==> config.mk <==
export PLATFORM = sky130hd
export DESIGN_NAME = lcd_pwr_seq
export DESIGN_NICKNAME = d
export VERILOG_FILES = /design/src/rtl/lcdseq_pkg.sv /design/src/rtl/lcdseq_wait.sv /design/src/rtl/lcdseq_ctrl.sv /design/src/rtl/lcd_pwr_seq.sv
export SDC_FILE = /design/constraint.sdc
export NUM_CORES = 1
export LEC_CHECK = 0
export BUFFER_PORTS_ARGS = -buffer_cell sky130_fd_sc_hd__clkbuf_2
export CORE_MARGIN = 2
export CORE_UTILIZATION = 30
export CTS_CLUSTER_DIAMETER = 120
export CTS_CLUSTER_SIZE = 10
export DETAILED_ROUTE_END_ITERATION = 7
export HOLD_SLACK_MARGIN = 0.08
export PLACE_DENSITY = 0.44
export SLEW_MARGIN = 20
export SYNTH_ARGS = -nofsm -noshare
export SYNTH_HDL_FRONTEND = slang
export SYNTH_HIERARCHICAL = 1
export SYNTH_SLANG_ARGS = --single-unit
==> constraint.sdc <==
create_clock -name clk -period 3.8 [get_ports clk]
set_input_delay 0.19 -clock clk [delete_from_list [all_inputs] [get_ports clk]]
set_output_delay 0.19 -clock clk [all_outputs]
set_load 0.01 [all_outputs]
==> src/rtl/lcdseq_pkg.sv <==
package lcdseq_pkg;

  typedef enum logic [2:0] {
    ST_OFF,
    ST_UP,
    ST_ON,
    ST_PNL_ON,
    ST_PNL_OFF,
    ST_DOWN
  } seq_st_e;

  typedef struct packed {
    logic good;
    logic panel;
    logic v5;
    logic vpos;
    logic vneg;
    logic logic_on;
  } drv_t;

  localparam int unsigned STEPS = 4;
  localparam int unsigned STEP_W = $clog2(STEPS);

  function automatic int unsigned max_u(input int unsigned a, input int unsigned b);
    return (a > b) ? a : b;
  endfunction

endpackage

==> src/rtl/lcdseq_wait.sv <==
module lcdseq_wait #(
  parameter int unsigned CW = 7
) (
  input  logic          clk,
  input  logic          rst_n,
  input  logic          tick,
  input  logic          start,
  input  logic [CW-1:0] len,
  output logic          done
);

  logic [CW-1:0] cnt;
  logic          armed;

  assign done = armed && tick && (cnt == '0);

  always_ff @(posedge clk or negedge rst_n) begin
    if (!rst_n) begin
      cnt   <= '0;
      armed <= 1'b0;
    end else if (start) begin
      cnt   <= len;
      armed <= 1'b1;
    end else if (armed && tick) begin
      if (cnt == '0) armed <= 1'b0;
      else           cnt   <= cnt - 1'b1;
    end
  end

  AST_NO_RESTART: assert property (@(posedge clk) disable iff (!rst_n)
    start |-> (!armed || done));

  AST_DONE_ONLY_ARMED: assert property (@(posedge clk) disable iff (!rst_n)
    (armed && !tick && !start) |=> armed);

endmodule

==> src/rtl/lcdseq_ctrl.sv <==
module lcdseq_ctrl
  import lcdseq_pkg::*;
#(
  parameter int unsigned UP_D0  = 30,
  parameter int unsigned UP_D1  = 5,
  parameter int unsigned UP_D2  = 50,
  parameter int unsigned UP_D3  = 5,
  parameter int unsigned DN_D0  = 5,
  parameter int unsigned DN_D1  = 50,
  parameter int unsigned DN_D2  = 5,
  parameter int unsigned DN_D3  = 100,
  parameter int unsigned PON_D  = 17,
  parameter int unsigned POFF_D = 30,
  parameter int unsigned CW     = 7
) (
  input  logic          clk,
  input  logic          rst_n,
  input  logic          pwr_req,
  input  logic          disp_req,
  input  logic          done,
  output logic          start,
  output logic [CW-1:0] len,
  output drv_t          drv,
  output logic          busy
);

  seq_st_e           st, st_n;
  logic [STEP_W-1:0] step, step_n;
  drv_t              drv_n;

  always_comb begin
    st_n   = st;
    step_n = step;
    drv_n  = drv;
    start  = 1'b0;
    len    = '0;
    unique case (st)
      ST_OFF: if (pwr_req) begin
        st_n           = ST_UP;
        step_n         = '0;
        drv_n.logic_on = 1'b1;
        start          = 1'b1;
        len            = CW'(UP_D0);
      end
      ST_UP: if (done) begin
        start  = 1'b1;
        step_n = step + 1'b1;
        unique case (step)
          2'd0: begin drv_n.vneg = 1'b1; len = CW'(UP_D1); end
          2'd1: begin drv_n.vpos = 1'b1; len = CW'(UP_D2); end
          2'd2: begin drv_n.v5   = 1'b1; len = CW'(UP_D3); end
          default: begin
            drv_n.good = 1'b1;
            start      = 1'b0;
            st_n       = ST_ON;
          end
        endcase
      end
      ST_ON: begin
        if (drv.panel && (!pwr_req || !disp_req)) begin
          st_n        = ST_PNL_OFF;
          drv_n.panel = 1'b0;
          start       = 1'b1;
          len         = CW'(POFF_D);
        end else if (!pwr_req) begin
          st_n       = ST_DOWN;
          step_n     = '0;
          drv_n.good = 1'b0;
          start      = 1'b1;
          len        = CW'(DN_D0);
        end else if (disp_req && !drv.panel) begin
          st_n  = ST_PNL_ON;
          start = 1'b1;
          len   = CW'(PON_D);
        end
      end
      ST_PNL_ON: if (done) begin
        st_n        = ST_ON;
        drv_n.panel = 1'b1;
      end
      ST_PNL_OFF: if (done) begin
        if (!pwr_req) begin
          st_n       = ST_DOWN;
          step_n     = '0;
          drv_n.good = 1'b0;
          start      = 1'b1;
          len        = CW'(DN_D0);
        end else begin
          st_n = ST_ON;
        end
      end
      ST_DOWN: if (done) begin
        start  = 1'b1;
        step_n = step + 1'b1;
        unique case (step)
          2'd0: begin drv_n.v5   = 1'b0; len = CW'(DN_D1); end
          2'd1: begin drv_n.vneg = 1'b0; len = CW'(DN_D2); end
          2'd2: begin drv_n.vpos = 1'b0; len = CW'(DN_D3); end
          default: begin
            drv_n.logic_on = 1'b0;
            start          = 1'b0;
            st_n           = ST_OFF;
          end
        endcase
      end
      default: st_n = ST_OFF;
    endcase
  end

  always_ff @(posedge clk or negedge rst_n) begin
    if (!rst_n) begin
      st   <= ST_OFF;
      step <= '0;
      drv  <= '0;
    end else begin
      st   <= st_n;
      step <= step_n;
      drv  <= drv_n;
    end
  end

  assign busy = (st != ST_OFF) && (st != ST_ON);

  AST_NO_ABORT: assert property (@(posedge clk) disable iff (!rst_n)
    (busy && !done) |=> (st == $past(st)));

  AST_IDLE_PATTERN: assert property (@(posedge clk) disable iff (!rst_n)
    !busy |-> ((drv == '0) ||
               (drv.good && drv.logic_on && drv.vneg && drv.vpos && drv.v5)));

endmodule

==> src/rtl/lcd_pwr_seq.sv <==
module lcd_pwr_seq
  import lcdseq_pkg::*;
#(
  parameter int unsigned UP_D0  = 30,
  parameter int unsigned UP_D1  = 5,
  parameter int unsigned UP_D2  = 50,
  parameter int unsigned UP_D3  = 5,
  parameter int unsigned DN_D0  = 5,
  parameter int unsigned DN_D1  = 50,
  parameter int unsigned DN_D2  = 5,
  parameter int unsigned DN_D3  = 100,
  parameter int unsigned PON_D  = 17,
  parameter int unsigned POFF_D = 30
) (
  input  logic clk,
  input  logic rst_n,
  input  logic tick_ms,
  input  logic pwr_req,
  input  logic disp_req,
  output logic logic_en,
  output logic vneg_en,
  output logic vpos_en,
  output logic v5_en,
  output logic panel_en,
  output logic busy,
  output logic pwr_good
);

  localparam int unsigned MAX_UP = max_u(max_u(UP_D0, UP_D1), max_u(UP_D2, UP_D3));
  localparam int unsigned MAX_DN = max_u(max_u(DN_D0, DN_D1), max_u(DN_D2, DN_D3));
  localparam int unsigned MAX_D  = max_u(max_u(MAX_UP, MAX_DN), max_u(PON_D, POFF_D));
  localparam int unsigned CW     = $clog2(MAX_D + 1);

  logic          w_start;
  logic          w_done;
  logic [CW-1:0] w_len;
  drv_t          drv;

  lcdseq_wait #(.CW(CW)) u_wait (
    .clk   (clk),
    .rst_n (rst_n),
    .tick  (tick_ms),
    .start (w_start),
    .len   (w_len),
    .done  (w_done)
  );

  lcdseq_ctrl #(
    .UP_D0(UP_D0), .UP_D1(UP_D1), .UP_D2(UP_D2), .UP_D3(UP_D3),
    .DN_D0(DN_D0), .DN_D1(DN_D1), .DN_D2(DN_D2), .DN_D3(DN_D3),
    .PON_D(PON_D), .POFF_D(POFF_D), .CW(CW)
  ) u_ctrl (
    .clk      (clk),
    .rst_n    (rst_n),
    .pwr_req  (pwr_req),
    .disp_req (disp_req),
    .done     (w_done),
    .start    (w_start),
    .len      (w_len),
    .drv      (drv),
    .busy     (busy)
  );

  assign logic_en = drv.logic_on;
  assign vneg_en  = drv.vneg;
  assign vpos_en  = drv.vpos;
  assign v5_en    = drv.v5;
  assign panel_en = drv.panel;
  assign pwr_good = drv.good;

  AST_GATES_NEED_LOGIC: assert property (@(posedge clk) disable iff (!rst_n)
    (vneg_en || vpos_en || v5_en) |-> logic_en);

  AST_PANEL_NEEDS_RAILS: assert property (@(posedge clk) disable iff (!rst_n)
    panel_en |-> (pwr_good && logic_en && vneg_en && vpos_en && v5_en));

  AST_POS_AFTER_NEG: assert property (@(posedge clk) disable iff (!rst_n)
    $rose(vpos_en) |-> vneg_en);

  AST_NEG_FALLS_FIRST: assert property (@(posedge clk) disable iff (!rst_n)
    $fell(vpos_en) |-> (!vneg_en && !v5_en));

  AST_SINGLE_EDGE: assert property (@(posedge clk) disable iff (!rst_n)
    $countones({logic_en, vneg_en, vpos_en, v5_en, panel_en, pwr_good} ^
               $past({logic_en, vneg_en, vpos_en, v5_en, panel_en, pwr_good})) <= 1);

  AST_PANEL_WAITS_GOOD: assert property (@(posedge clk) disable iff (!rst_n)
    $rose(panel_en) |-> $past(pwr_good));

endmodule

# == Yosys cells after proc, flatten, opt, wreduce, memory -nomap -nowiden ==
# Cells that the tools add are included.
# word_totals
register_bits,19
input_bits,5
out_inout_bits,7
# op_classes
addsub,2
eq_ne,26
n_mux,65
reduce_logical,33
# ops
cell,n
7-bit 2-to-1 mux,8
3-bit 2-to-1 mux,13
7-bit case mux with 5 select lines,1
1-bit 2-to-1 mux,26
5-bit AND reduction,5
7-bit case mux with 3 select lines,1
2-bit inequality test (second input constant),10
3-bit case mux with 6 select lines,1
2-bit by 1-bit inequality test with 1-bit output (second input constant),7
6-bit case mux with 2 select lines,1
2-bit 2-to-1 mux,5
5-bit 2-to-1 mux,2
2-bit nonzero test,5
2-bit case mux with 4 select lines,1
8-bit AND reduction,1
7-bit zero test,1
7-bit by 1-bit subtractor with 7-bit output (second input constant),1
3-bit by 2-bit equality test with 1-bit output (second input constant),2
3-bit equality test (second input constant),2
3-bit case mux with 2 select lines,1
3-bit nonzero test,2
1-bit logical AND,5
4-bit 2-to-1 mux,1
4-bit by 2-bit inequality test with 1-bit output (second input constant),1
other kinds (18),23

# == Logic depth before layout (Yosys ltp) ==
# depth
word_depth,8
mapped_depth,10

# == Hierarchy ==
# The synthesis kept the hierarchy.
# by_module_without_submodules
module,instances,cells_per_inst,area_each_um2,seq_area_each_um2
lcdseq_ctrl,1,117,929.6,275.3
lcdseq_wait,1,57,529.3,200.2

# == Worst setup path after synthesis ==
# OpenSTA, ideal clock, no wires.
# synth_path
kind,flip-flop to flip-flop
start,reg u_wait.cnt[2]
end,reg u_wait.cnt[4]
setup_time_ns,0.124
arrival_ns,2.628
required_time_ns,3.676
slack_ns,1.048
path_stages_with_launch,10
period_less_slack_ns,2.752
cell_sequence,dfrtp_1 > buf_6 > or4_4 > nor3_1 > o21ai_0 > a22oi_1 > buf_1 > inv_1 > o311a_1 > a211o_1
# synth_between
elab_chain_len,6
elab_cells_between_ends,15
# synth_rtl
item,line,source
from (decl),lcdseq_wait.sv:12,logic [CW-1:0] cnt;
from (signal assigned),lcdseq_wait.sv:22,cnt <= len;
from (signal assigned),lcdseq_wait.sv:26,else cnt <= cnt - 1'b1;
7-bit zero test *,lcdseq_wait.sv:15,assign done = armed && tick && (cnt == '0);
1-bit logical AND *,lcdseq_wait.sv:15,
net w_done,lcd_pwr_seq.sv:35,logic w_done;
1-bit 2-to-1 mux (on tied branches),"lcdseq_ctrl.sv:92, lcdseq_ctrl.sv:81",
1-bit case mux with 4 select lines *,lcdseq_ctrl.sv:37,unique case (st)
net w_start,lcd_pwr_seq.sv:34,logic w_start;
2-bit by 1-bit inequality test with 1-bit output (no source line) / 2-bit nonzero test (equally long branches),-,
2-bit AND reduction (no source line),-,
# The timed path passes the listed nets; every way through them passes the cells marked *. The select of a mux whose other input is x is not followed.
# A chain may end at the register's enable or synchronous reset.

# == Final worst setup path ==
# layout_path
start,reg u_wait.cnt[3]
end,reg u_wait.cnt[4]
# Same word-level chain as after synthesis.

==> impl_metrics.json <==
{
  "status": "finished, final reports clean",
  "post_drt_wl_per_cell_um": 14.8,
  "setup_slack_ns": 0.836,
  "cts.reportedPaths.clkPinSlew_ns": 0.08,
  "crit_path_end": "u_wait/cnt[4]",
  "power_leakage_nw": 0.657,
  "drt_iter0_drc": 84,
  "synthFlopType": "dfrtp_1",
  "nNetsFinal": 195,
  "viasPerCell": 5.51,
  "core_area_um2": 4690,
  "synthArstFlopShare_pct": 100,
  "synth_edf_count": 0,
  "met2_length_um": 1670,
  "regArea_um2": 475,
  "multi_input_area_um2": 887,
  "drc": 0,
  "area_delta_synth_final_pct": 7.89,
  "skew_ns": 0.00527,
  "path_cells": "or4_4 -> nor3_1 -> buf_4 -> o21ai_0 -> a22oi_1 -> inv_1 -> o311a_1 -> a211o_1",
  "ir_worst_vdd_mv": 0.198,
  "hp-class": "in2reg",
  "htreeDepth": 1,
  "antennaDiodeCount": 0,
  "layout_commonest_cell": "dfrtp_1",
  "gp_congestion": 0.918,
  "avgSynthCellArea_um2": 8.38,
  "reg2reg_from": "u_wait/cnt[3]",
  "top_layer": "met4",
  "clock.fmax_mhz": 337,
  "crit_type": "reg2reg",
  "cpPeakStageDelay_ns": 0.61,
  "grt_pass1_vias": 1191,
  "ant_nets": 0,
  "cpMaxStageDelayCell": "a22oi_1",
  "cts_resized": 0,
  "ys_ff_latch": 19,
  "slew_violations": 0,
  "crit_path_end_kind": "flip-flop",
  "period_minus_slack_ns": 2.96,
  "rsz0062_at_grt": "no",
  "ys_types": 47,
  "cts_root_buf": "clkbuf_8",
  "max-slew-margin-rel_pct": 41.2,
  "fp.dieH_um": 73.7,
  "maxCapViolations": 0,
  "num_io_pins": 12,
  "crit_buf_inv": 2,
  "final-setup-viol-count": 0,
  "rrSetupSlack_ns": 0.84,
  "wl_met1_um": 1670,
  "fillCellCount": 506,
  "grt_pass1_wl_um": 5900,
  "final_cell_mix": "dfrtp_1, nand2_1, nor2_1, o21ai_0, nand3_1",
  "grt_overflow": 0,
  "cts_tree": "built",
  "die_width_um": 73.7,
  "tns_ns": 0,
  "yosysSeqAreaShare_pct": 32.6,
  "cts.path.max_buffers": 2,
  "crit_cells": 8,
  "wirelength_um": 3480,
  "clk_latency_ns": 0.26,
  "cp_top_family": "compound AO/OA/AOI/OAI gates",
  "cp_data_required_time_ns": 3.94,
  "placement.io_buffers": 11,
  "grt.total_usage_pct": 14.3,
  "powerDensity_nw_per_um2": 543,
  "drt_first_pass_iters": 4,
  "route.met3.wl_um": 113,
  "synth_area_um2": 1460,
  "critPathMaxFanout": 10,
  "die-area_um2": 5440,
  "dp_hpwl_um": 2620,
  "r2r_cells": 8,
  "tightest_slew_ns": 0.875,
  "timing.rr.end": "u_wait/cnt[4]",
  "period_share_pct": 78.0,
  "startpoint_type": "flip-flop",
  "syn-num-nets": 187,
  "antenna_found_initial": 0,
  "vias": 1295,
  "hold_viol": 0,
  "yosysWarnings": 6,
  "grt_max_degree": 22,
  "post-place-ws_ns": 0.873,
  "cp-startpoint": "u_wait/cnt[3]",
  "arrival_ns": 3.11,
  "clkSinkCount": 19,
  "cts_inserted_buffers": 3,
  "rows": 25,
  "netlist_instances": 174,
  "drive_gt1_share_pct": 11.0,
  "start_util_pct": 31.1
}
[state kept, by name (all words and copies together), names as in the netlist]
register,count
u_wait/cnt,7
u_ctrl/drv,6
u_ctrl/st,3
u_ctrl/step,2
u_wait/armed,1
[final cells by class]
class | instances | area share, %
inverter | 7 | 1.67
sequential | 19 | 30.2
tap | 54 | 4.29
timing repair buffer | 13 | 4.61
clock buffer | 4 | 2.86
multi-input combinational | 138 | 56.4
[routing by layer]
layer	track usage, %	up-vias
met5	0	-
met4	4.85	0
met3	2.61	4
met2	23.0	27
met1	19.1	612
li1	-	652
[stage by stage]
stage	hold WS (ns)	area (um2)	instances	utilization (%)	total power, W
finish	0.276	1570	235	33.5	0.000855
global route	0.293	1570	235	33.5	0.000937
CTS	0.274	1570	235	33.5	0.000864
detailed placement	0.195	1520	230	32.4	0.000711
global placement	0.183	1520	230	32.4	0.000708
floorplan	-0.106	1460	174	-	0.000630
[what timing repair did]
item                                   in CTS  in global routing
endpoints found under the hold margin      19                  0
hold buffers                                1                  0
buffers inserted                            0                  0
[synth_stat cells (2+ instances only)]
| cell | instances | share of area, % |
|---|---|---|
| inv_1 | 7 | 1.8 |
| o211ai_1 | 2 | 1.0 |
| a31oi_1 | 4 | 1.7 |
| a21oi_1 | 11 | 3.8 |
| nor3b_1 | 2 | 1.0 |
| clkbuf_1 | 2 | 0.51 |
| nor2_1 | 13 | 3.3 |
| o41ai_1 | 2 | 1.2 |
| ha_1 | 8 | 6.9 |
| buf_4 | 2 | 1.0 |
| a21o_1 | 2 | 1.0 |
| buf_6 | 3 | 2.3 |
| a211o_1 | 2 | 1.2 |
| nand2b_1 | 5 | 2.1 |
| dfrtp_1 | 19 | 33 |
| a32o_1 | 2 | 1.4 |
| a22oi_1 | 3 | 1.5 |
| a2bb2oi_1 | 2 | 1.2 |
| nand3_1 | 12 | 4.1 |
| a211oi_1 | 3 | 1.5 |
| nor3_1 | 3 | 1.0 |
| o31ai_1 | 2 | 1.0 |
| nand2_1 | 17 | 4.4 |
| buf_2 | 2 | 0.69 |
| nor2b_1 | 10 | 4.3 |
| o21ai_0 | 13 | 4.5 |
[worst min-delay path by stage]
stage / slack, ns / startpoint / cells after the start / end
2_1_floorplan: -0.11 / rst_n / 0 / u_ctrl/drv[0]
3_3_place_gp: 0.18 / rst_n / 1 / u_ctrl/drv[2]
3_5_place_dp: 0.20 / rst_n / 1 / u_ctrl/drv[2]
4_1_cts: 0.27 / tick_ms / 3 / u_wait/armed
5_1_grt: 0.29 / tick_ms / 3 / u_wait/armed
6_report: 0.28 / tick_ms / 3 / u_wait/armed
[logic make-up after synthesis]
group / after synthesis / synth area share, %
flip-flops: 19 / 32.6
adder cells (fa/ha/maj): 8 / 6.86
buffers and inverters: 17 / 6.60
AO/OA/AOI/OAI: 56 / 26.4
multiplexers: 2 / 1.46
AND/OR/NAND/NOR: 72 / 26.1
[power breakdown]
group | total (W) | internal (W) | leakage [nW] | switching, W
clock network | 0.000147 | 0.0000747 | 0.0228 | 0.0000721
logic | 0.000332 | 0.000155 | 0.413 | 0.000177
registers | 0.000377 | 0.000264 | 0.221 | 0.000113
[tightest hold or removal path, stage by stage]
cell and delay (ns):
clkbuf_2 0.12, nand3_1 0.08, a21o_1 0.11
Note: power is estimated with default switching activity, not from simulation.
